$ cat src/rtl/gpio_evt_pkg.sv
package gpio_evt_pkg;
  typedef enum logic [1:0] {ACC_NONE, ACC_CFG, ACC_MASK, ACC_PEND} acc_e;

  typedef struct packed {
    logic       wr;
    acc_e       kind;
    logic [7:0] grp;
  } strobe_t;

  localparam int unsigned CFG_BASE  = 32'h700;
  localparam int unsigned MASK_BASE = 32'h900;
  localparam int unsigned PEND_BASE = 32'hA00;

  localparam logic [2:0] TRIG_LOW  = 3'd0;
  localparam logic [2:0] TRIG_HIGH = 3'd1;
  localparam logic [2:0] TRIG_FALL = 3'd2;
  localparam logic [2:0] TRIG_RISE = 3'd3;
  localparam logic [2:0] TRIG_BOTH = 3'd4;
endpackage

$ cat src/rtl/gpio_evt_decode.sv
module gpio_evt_decode
  import gpio_evt_pkg::*;
#(
  parameter int NUM_GROUPS = 4,
  parameter int ADDR_W     = 12
) (
  input  logic              clk,
  input  logic              rstN,
  input  logic [ADDR_W-1:0] busAddr,
  input  logic              busWr,
  output strobe_t           stb
);
  localparam int unsigned SPAN = NUM_GROUPS * 4;

  int unsigned addrU;

  always_comb begin
    addrU    = 32'(busAddr);
    stb      = '0;
    stb.kind = ACC_NONE;
    if (busAddr[1:0] == 2'b00) begin
      if (addrU >= CFG_BASE && addrU < CFG_BASE + SPAN) begin
        stb.kind = ACC_CFG;
        stb.grp  = 8'((addrU - CFG_BASE) >> 2);
      end else if (addrU >= MASK_BASE && addrU < MASK_BASE + SPAN) begin
        stb.kind = ACC_MASK;
        stb.grp  = 8'((addrU - MASK_BASE) >> 2);
      end else if (addrU >= PEND_BASE && addrU < PEND_BASE + SPAN) begin
        stb.kind = ACC_PEND;
        stb.grp  = 8'((addrU - PEND_BASE) >> 2);
      end
    end
    stb.wr = busWr && (stb.kind != ACC_NONE);
  end

  // any decoded access names an existing group
  a_r2_group_in_range: assert property (@(posedge clk) disable iff (!rstN)
    (stb.kind != ACC_NONE) |-> (32'(stb.grp) < NUM_GROUPS));
endmodule

$ cat src/rtl/gpio_evt_datapath.sv
module gpio_evt_datapath
  import gpio_evt_pkg::*;
#(
  parameter int NUM_GROUPS = 4,
  parameter int PINS       = 8
) (
  input  logic                            clk,
  input  logic                            rstN,
  input  logic [NUM_GROUPS*PINS-1:0]      gpioIn,
  input  strobe_t                         stb,
  input  logic [31:0]                     wdata,
  output logic [31:0]                     rdata,
  output logic [NUM_GROUPS-1:0][PINS-1:0] pendQ,
  output logic [NUM_GROUPS-1:0][PINS-1:0] maskQ
);
  localparam int CFG_W = PINS * 4;

  logic [NUM_GROUPS-1:0][PINS-1:0]  syncA, syncB, prevB, evt, clr;
  logic [NUM_GROUPS-1:0][CFG_W-1:0] cfgQ;
  logic                             armed;

  always_ff @(posedge clk or negedge rstN) begin
    if (!rstN) begin
      syncA <= '0;
      syncB <= '0;
      prevB <= '0;
      armed <= 1'b0;
    end else begin
      syncA <= gpioIn;
      syncB <= syncA;
      prevB <= syncB;
      armed <= 1'b1;
    end
  end

  always_comb begin
    for (int g = 0; g < NUM_GROUPS; g++) begin
      for (int n = 0; n < PINS; n++) begin
        case (cfgQ[g][4*n +: 3])
          TRIG_LOW:  evt[g][n] = ~syncB[g][n];
          TRIG_HIGH: evt[g][n] = syncB[g][n];
          TRIG_FALL: evt[g][n] = ~syncB[g][n] & prevB[g][n];
          TRIG_RISE: evt[g][n] = syncB[g][n] & ~prevB[g][n];
          TRIG_BOTH: evt[g][n] = syncB[g][n] ^ prevB[g][n];
          default:   evt[g][n] = 1'b0;
        endcase
      end
    end
  end

  for (genvar g = 0; g < NUM_GROUPS; g++) begin : gGrp
    logic hit;
    assign hit    = stb.wr && (stb.grp == 8'(g));
    assign clr[g] = (hit && stb.kind == ACC_PEND) ? wdata[PINS-1:0] : '0;

    always_ff @(posedge clk or negedge rstN) begin
      if (!rstN) begin
        cfgQ[g]  <= '0;
        maskQ[g] <= '1;
        pendQ[g] <= '0;
      end else begin
        if (hit && stb.kind == ACC_CFG)  cfgQ[g]  <= wdata[CFG_W-1:0];
        if (hit && stb.kind == ACC_MASK) maskQ[g] <= wdata[PINS-1:0];
        pendQ[g] <= (pendQ[g] & ~clr[g]) | evt[g];
      end
    end
  end

  always_comb begin
    rdata = '0;
    for (int g = 0; g < NUM_GROUPS; g++) begin
      if (stb.grp == 8'(g)) begin
        case (stb.kind)
          ACC_CFG:  rdata = 32'(cfgQ[g]);
          ACC_MASK: rdata = 32'(maskQ[g]);
          ACC_PEND: rdata = 32'(pendQ[g]);
          default:  rdata = '0;
        endcase
      end
    end
  end

  // an event in a cycle always leaves its pending bit set
  a_r7_event_wins: assert property (@(posedge clk) disable iff (!rstN)
    armed |-> ((pendQ & $past(evt)) == $past(evt)));
  // a bit only rises when an event was present
  a_r10_no_set_without_event: assert property (@(posedge clk) disable iff (!rstN)
    armed |-> ((pendQ & ~$past(pendQ) & ~$past(evt)) == '0));
  // a cleared bit without a competing event reads zero afterwards
  a_r6_clear_takes: assert property (@(posedge clk) disable iff (!rstN)
    armed |-> ((pendQ & $past(clr) & ~$past(evt)) == '0));
endmodule

$ cat src/rtl/gpio_evt_merge.sv
module gpio_evt_merge #(
  parameter int NUM_GROUPS      = 4,
  parameter int PINS            = 8,
  parameter int GROUPS_PER_BANK = 2,
  localparam int NUM_BANKS      = (NUM_GROUPS + GROUPS_PER_BANK - 1) / GROUPS_PER_BANK
) (
  input  logic                            clk,
  input  logic                            rstN,
  input  logic [NUM_GROUPS-1:0][PINS-1:0] pendQ,
  input  logic [NUM_GROUPS-1:0][PINS-1:0] maskQ,
  output logic [NUM_BANKS-1:0]            irqBank
);
  for (genvar b = 0; b < NUM_BANKS; b++) begin : gBank
    always_comb begin
      irqBank[b] = 1'b0;
      for (int k = 0; k < GROUPS_PER_BANK; k++) begin
        if (b * GROUPS_PER_BANK + k < NUM_GROUPS)
          irqBank[b] = irqBank[b] | (|(pendQ[b*GROUPS_PER_BANK+k] & ~maskQ[b*GROUPS_PER_BANK+k]));
      end
    end
  end

  // with every pin masked no bank line can be raised
  a_r8_all_masked_quiet: assert property (@(posedge clk) disable iff (!rstN)
    (&maskQ) |-> (irqBank == '0));
endmodule

$ cat src/rtl/gpio_evt_ctrl.sv
module gpio_evt_ctrl
  import gpio_evt_pkg::*;
#(
  parameter int NUM_GROUPS      = 4,
  parameter int PINS            = 8,
  parameter int GROUPS_PER_BANK = 2
) (
  input  logic                           clk,
  input  logic                           rstN,
  input  logic [NUM_GROUPS*PINS-1:0]     gpioIn,
  input  logic [11:0]                    busAddr,
  input  logic                           busWr,
  input  logic [31:0]                    busWdata,
  output logic [31:0]                    busRdata,
  output logic [(NUM_GROUPS+GROUPS_PER_BANK-1)/GROUPS_PER_BANK-1:0] irqBank
);
  strobe_t                         stb;
  logic [NUM_GROUPS-1:0][PINS-1:0] pendQ, maskQ;

  gpio_evt_decode #(.NUM_GROUPS(NUM_GROUPS), .ADDR_W(12)) uDec (
    .clk(clk), .rstN(rstN), .busAddr(busAddr), .busWr(busWr), .stb(stb)
  );

  gpio_evt_datapath #(.NUM_GROUPS(NUM_GROUPS), .PINS(PINS)) uDp (
    .clk(clk), .rstN(rstN), .gpioIn(gpioIn), .stb(stb), .wdata(busWdata),
    .rdata(busRdata), .pendQ(pendQ), .maskQ(maskQ)
  );

  gpio_evt_merge #(.NUM_GROUPS(NUM_GROUPS), .PINS(PINS),
                   .GROUPS_PER_BANK(GROUPS_PER_BANK)) uMrg (
    .clk(clk), .rstN(rstN), .pendQ(pendQ), .maskQ(maskQ), .irqBank(irqBank)
  );
endmodule

$ cat config.mk
export PLATFORM = sky130hd
export DESIGN_NAME = gpio_evt_ctrl
export DESIGN_NICKNAME = d
export VERILOG_FILES = /design/src/rtl/gpio_evt_pkg.sv /design/src/rtl/gpio_evt_decode.sv /design/src/rtl/gpio_evt_datapath.sv /design/src/rtl/gpio_evt_merge.sv /design/src/rtl/gpio_evt_ctrl.sv
export SDC_FILE = /design/constraint.sdc
export NUM_CORES = 1
export LEC_CHECK = 0
export ABC_AREA = 1
export CAP_MARGIN = 20
export CORE_ASPECT_RATIO = 1.5
export CORE_UTILIZATION = 40
export DETAILED_ROUTE_END_ITERATION = 6
export PLACE_DENSITY = 0.6
export SYNTH_ARGS = -nofsm -noshare
export SYNTH_HDL_FRONTEND = slang
export SYNTH_SLANG_ARGS = --single-unit
$ cat constraint.sdc
create_clock -name clk -period 2.41 [get_ports clk]
set_input_delay 0.3615 -clock clk [delete_from_list [all_inputs] [get_ports clk]]
set_output_delay 0.3615 -clock clk [all_outputs]
set_load 0.005 [all_outputs]
**Yosys cells after proc, flatten, opt, wreduce, memory -nomap -nowiden**

Index checks and enable logic that the tools add are counted.

- Eq/ne operators: 134
- $add $sub $neg: 3
- Reductions and logical operators: 59
- Bitwise gates (word level): 182
- Mux-type cells: 48
- Order comparisons: 6

Operators by type and width:

| operator | number |
|---|---|
| case mux 32 bit (3 select lines) | 4 |
| == test 3 x 2 -> 1 bit (second input constant) | 64 |
| case mux 1 bit (5 select lines) | 32 |
| two-way mux 32 bit | 4 |
| == test 3 x 1 -> 1 bit (second input constant) | 32 |
| == test 3 bit (second input constant) | 32 |
| logical NOT 3 bit | 32 |
| bitwise AND 1 bit | 64 |
| bitwise AND 8 bit | 8 |
| NOT 1 bit | 64 |
| NOT 8 bit | 8 |
| two-way mux 10 bit | 4 |
| two-way mux 8 bit | 4 |
| OR 8 bit | 4 |
| OR reduction 8 bit | 4 |
| bitwise XOR 1 bit | 32 |
| >= comparator 12 bit (second input constant) | 2 |
| less-than comparator 12 bit (second input constant) | 2 |
| logical AND 1 bit | 20 |
| subtractor 10 bit (second input constant) | 2 |
| == test 8 x 2 -> 1 bit (second input constant) | 2 |
| >= comparator 12 x 11 -> 1 bit (second input constant) | 1 |
| less-than comparator 12 x 11 -> 1 bit (second input constant) | 1 |
| subtractor 10 x 9 -> 10 bit (second input constant) | 1 |
| other kinds (7) | 9 |

- Register bits after elaboration: 288
- Logic and storage cells: 456

**Logic depth before layout (Yosys ltp)**

- Word-level depth: 14
- Depth in mapped cells: 19
- Depth with buffers taken out: 18

**By module**

From an unflattened synthesis, not the netlist that was laid out.

- Cells, all modules: 1,885
- Area total of the unflattened synthesis: 15,486.1 um^2

By module, submodules not included:

| module | times used | sequential area each (um^2) | area an instance (um^2) | cells an instance |
|---|---|---|---|---|
| gpio_evt_datapath | 1 | 7,247.0 | 14,709.1 | 1,717 |
| gpio_evt_decode | 1 | 0.0 | 389.1 | 66 |
| gpio_evt_merge | 1 | 0.0 | 387.9 | 102 |

**Worst setup path before layout**

No wires, ideal clock.

- Path kind: in2out
- Start point: input port busAddr[8]
- End point: output port busRdata[4]
- Data required time: 2.049 ns
- Cell stages on the path: 14
- Arrival: 2.060 ns
- Setup slack: -0.012 ns
- Path buffers: 0
- Cell sequence: inv_1 > ha_1 > inv_1 > o21ai_0 > nand2_2 > nand2_4 > nand2_1 > nand2_2 > nor2_4 > inv_4 > nand2_8 > a21oi_1 > nand2_1 > nor2_1

- Longest elaborated chain between the ends: 12
- Elaborated cells on any way between the ends: 31
- Those cells by class: add/sub: 3; order compare: 6; eq/ne: 6; mux: 12; reduce/logical: 4

RTL lines:

| what | RTL line | RTL |
|---|---|---|
| start, declared | gpio_evt_ctrl.sv:11 | `input logic [11:0] busAddr,` |
| >= comparator 12 bit or less-than comparator 12 bit (tied branches) | gpio_evt_decode.sv:28 | `end else if (addrU >= PEND_BASE && addrU < PEND_BASE + SPAN) begin` |
| logical AND 1 bit | gpio_evt_decode.sv:28 |  |
| two-way mux 10 bit | gpio_evt_decode.sv:28 |  |
| two-way mux 10 bit | gpio_evt_decode.sv:25 | `end else if (addrU >= MASK_BASE && addrU < MASK_BASE + SPAN) begin` |
| two-way mux 10 bit * | gpio_evt_decode.sv:22 | `if (addrU >= CFG_BASE && addrU < CFG_BASE + SPAN) begin` |
| two-way mux 10 bit * | gpio_evt_decode.sv:21 | `if (busAddr[1:0] == 2'b00) begin` |
| == test 2 bit or == test 2 x 1 -> 1 bit (tied branches) | gpio_evt_datapath.sv:73 | `case (stb.kind)` |
| case mux 32 bit (3 select lines) | gpio_evt_datapath.sv:73 |  |
| two-way mux 32 bit (3 in a row) | gpio_evt_datapath.sv:72 | `if (stb.grp == 8'(g)) begin` |
| two-way mux 32 bit * | gpio_evt_datapath.sv:72 |  |
| end, declared | gpio_evt_ctrl.sv:14 | `output logic [31:0] busRdata,` |

Every way passes the cells marked *; elsewhere a longest branch is shown, timed or not.

**Final worst setup path**

- Start point: input port busAddr[9]
- End point: output port busRdata[26]

Same word-level chain as after synthesis.

==> impl_metrics.env <==
export IMPL_status="complete, but fails checks"
export IMPL_violations="setup timing"
export IMPL_n_fill_cell=3528
export IMPL_final_hold_viol_count=0
export IMPL_drt_wl_total_um=49880
export IMPL_ir_worst_vdd_mv=0.4794
export IMPL_grt_overflow=0
export IMPL_powerDensity_nw_per_um2=524.2
export IMPL_grt_max_degree=61
export IMPL_finalPower_mw=10.56
export IMPL_clkSlewWorstSetupHoldPaths_ns=0.06
export IMPL_cts_tree="yes"
export IMPL_yosys_register_bits=288
export IMPL_vias_per_cell=5.204
export IMPL_synth_avg_cell_area_um2=8.155
export IMPL_track_usage=0.2633
export IMPL_final_cell_mix="nand2_1 (443), dfrtp_1 (256), inv_1 (233)"
export IMPL_synthDistinctLibCells=39
export IMPL_rsz0062_at_grt="yes"
export IMPL_cts_buffers=30
export IMPL_io_buffers=112
export IMPL_leakagePower_nw=10.03
export IMPL_initial_core_util=0.4053
export IMPL_final_common_cell="nand2_1"
export IMPL_dp_hpwl_um=36000
export IMPL_dp_slack_ns=-1.233
export IMPL_worst_ep_arrival_time_ns=2.42
export IMPL_fin_nets=2272
export IMPL_vias=13722
export IMPL_syn_inst=1861
export IMPL_seq_area_frac_synth=0.4775
export IMPL_fin_crit_ns=2.781
export IMPL_rows=87
export IMPL_core_um2=37450
export IMPL_cts_root_buf="clkbuf_16"
export IMPL_placed_cell_area_um2=17700
export IMPL_r2r_slack_ns=0.65
export IMPL_cp_required_ns=2.05
export IMPL_dr_pass1_iters=6
export IMPL_clock_latency_ns=0.57
export IMPL_max_slew_margin_rel=0.6636
export IMPL_endpoint_kind="primary output"
export IMPL_tns_ns=-10.43
export IMPL_diodes=0
export IMPL_critPathKind="in -> out"
export IMPL_synth_warnings=0
export IMPL_drive_gt1_frac=0.2393
export IMPL_antenna_found_initial=0
export IMPL_grt_pass1_vias=14109
export IMPL_die_w_um=161.0
export IMPL_worst_pin_slew_ns=0.5031
export IMPL_clock_sinks=288
export IMPL_setup_slack_ns=-0.3711
export IMPL_ant_nets=0
export IMPL_worst_path_max_fanout=5
export IMPL_startpoint_type="primary input"
export IMPL_synth_area_um2=15180
export IMPL_drv_cap=0
export IMPL_gp_congestion=0.9499
export IMPL_setup_violations_final=32
export IMPL_fin_util=0.5381
export IMPL_pin_count=113
export IMPL_drc=0
export IMPL_fmax_mhz=359.6
export IMPL_die_area_um2=38740
export IMPL_synthToLayoutAreaGrowth_pct=32.75
export IMPL_stdcell_area_um2=20150
export IMPL_finClkSkew_ns=0.01427
export IMPL_htreeDepth=1
export IMPL_grt_pass1_wl_um=78050
export IMPL_cts_max_path_buffers=3
export IMPL_drv_slew=0
export IMPL_hp_class="in -> reg"
export IMPL_wire_per_inst_um=18.92
export IMPL_drt_initial_drc_count=857
export IMPL_syn_num_nets=2008
export IMPL_die_h_um=240.6
export IMPL_fin_crit_sh=1.154
[registers in the layout (all words and copies together), names as in the netlist]
register and cells:
uDp.maskQ 32, uDp.cfgQ 128, uDp.prevB 32, uDp.pendQ 32
uDp.syncB 32, uDp.syncA 32
[through the flow]
stage	instances	hold slack (ns)
detailed placement	2504	0.3248
CTS	2625	0.2054
global placement	2504	0.3231
global route	2637	0.2184
floorplan	1861	0.06591
finish	2637	0.2219
[cells by family after synthesis]
group,share of synthesized area
AND/OR/NAND/NOR,0.2599
buffers and inverters,0.08739
AO/OA/AOI/OAI,0.1186
flip-flops,0.4775
adder cells (fa/ha/maj),0.05606
XOR/XNOR,0.0005772
[timing repair]
item                       CTS  global route
cloned                       8             0
pin swaps                   73            64
setup endpoints to repair  196            34
hold buffers                 1             0
setup buffers               59            13
resized for setup          329            78
hold endpoints to repair    30             0
[cell usage after synthesis]
cell	number	area share
o21ai_1	93	0.031
nor2_4	7	0.0052
dfstp_2	32	0.055
nand2_2	12	0.0049
buf_6	9	0.0067
nand3_1	147	0.048
o22ai_1	11	0.0045
a21boi_2	1	0.00074
nor2_2	5	0.0021
nor3_1	1	0.00033
nand2_4	9	0.0067
nand2_8	1	0.0013
clkbuf_1	16	0.0040
xor2_1	1	0.00058
o21a_1	8	0.0040
clkinv_2	1	0.00033
nand3_2	3	0.0020
a21oi_1	44	0.015
clkinv_1	1	0.00025
inv_2	9	0.0022
nor2_1	133	0.033
nand2_1	485	0.12
o41ai_1	3	0.0017
buf_2	26	0.0086
dfrtp_1	256	0.42
nand4_1	55	0.023
a221oi_1	1	0.00058
ha_1	68	0.056
inv_1	242	0.060
nand3_4	6	0.0069
a31oi_1	21	0.0087
nor4_1	6	0.0025
buf_1	1	0.00025
inv_4	2	0.00082
o21ai_0	99	0.033
buf_4	9	0.0045
nor2_8	3	0.0040
o21ai_2	32	0.018
a21oi_4	2	0.0021
[path summary, 6_finish.rpt]
kind	start	to	depth (start not counted)
max	busAddr[9]	busRdata[26]	19
min	gpioIn[16]	uDp.syncA[16]	1
max reg2reg	uDp.syncB[13]	uDp.pendQ[13]	7
min reg2reg	uDp.syncA[26]	uDp.syncB[26]	0
max in group asynchronous	rstN	uDp.maskQ[21]	3
min in group asynchronous	rstN	uDp.syncA[9]	2
[worst max-delay path, stage by stage]
cell and delay [ns]:
buf_12 0.10, clkinv_8 0.05, ha_4 0.15, nand3_4 0.07, inv_2 0.05, a21boi_4 0.18, nand2_4 0.10, buf_12 0.14
nand3_4 0.06, nand2_4 0.08, a21oi_4 0.19, nand2_4 0.12, nor2_4 0.16, buf_12 0.14, buf_16 0.13, buf_12 0.11
nand2_4 0.04, nand2_2 0.07, buf_2 0.10
[report_power, final]
group          total, mW  switching [mW]  internal, mW
Sequential          5.03          0.0784          4.95
Combinational       1.04           0.599         0.441
Clock               4.49            1.94          2.56
Total               10.6            2.61          7.95
[per-layer routing]
layer / track usage / up-vias / wire length [um]
li1: - / 6566 / -
met4: 0.1644 / 0 / 3499
met5: 0 / - / 0
met1: 0.2846 / 6616 / 18440
met2: 0.4906 / 389 / 25910
met3: 0.02681 / 151 / 2033
[cell type report]
type	instances	area, um2	area share
multi-input combinational	1257	7257	0.3602
timing repair buffer	293	3102	0.1539
tap	489	611.8	0.03037
inverter	255	994.7	0.04937
sequential	288	7247	0.3597
clock buffer	46	862.1	0.04279
clock inverter	9	73.82	0.003664
Power figures use the tool's default switching activity.
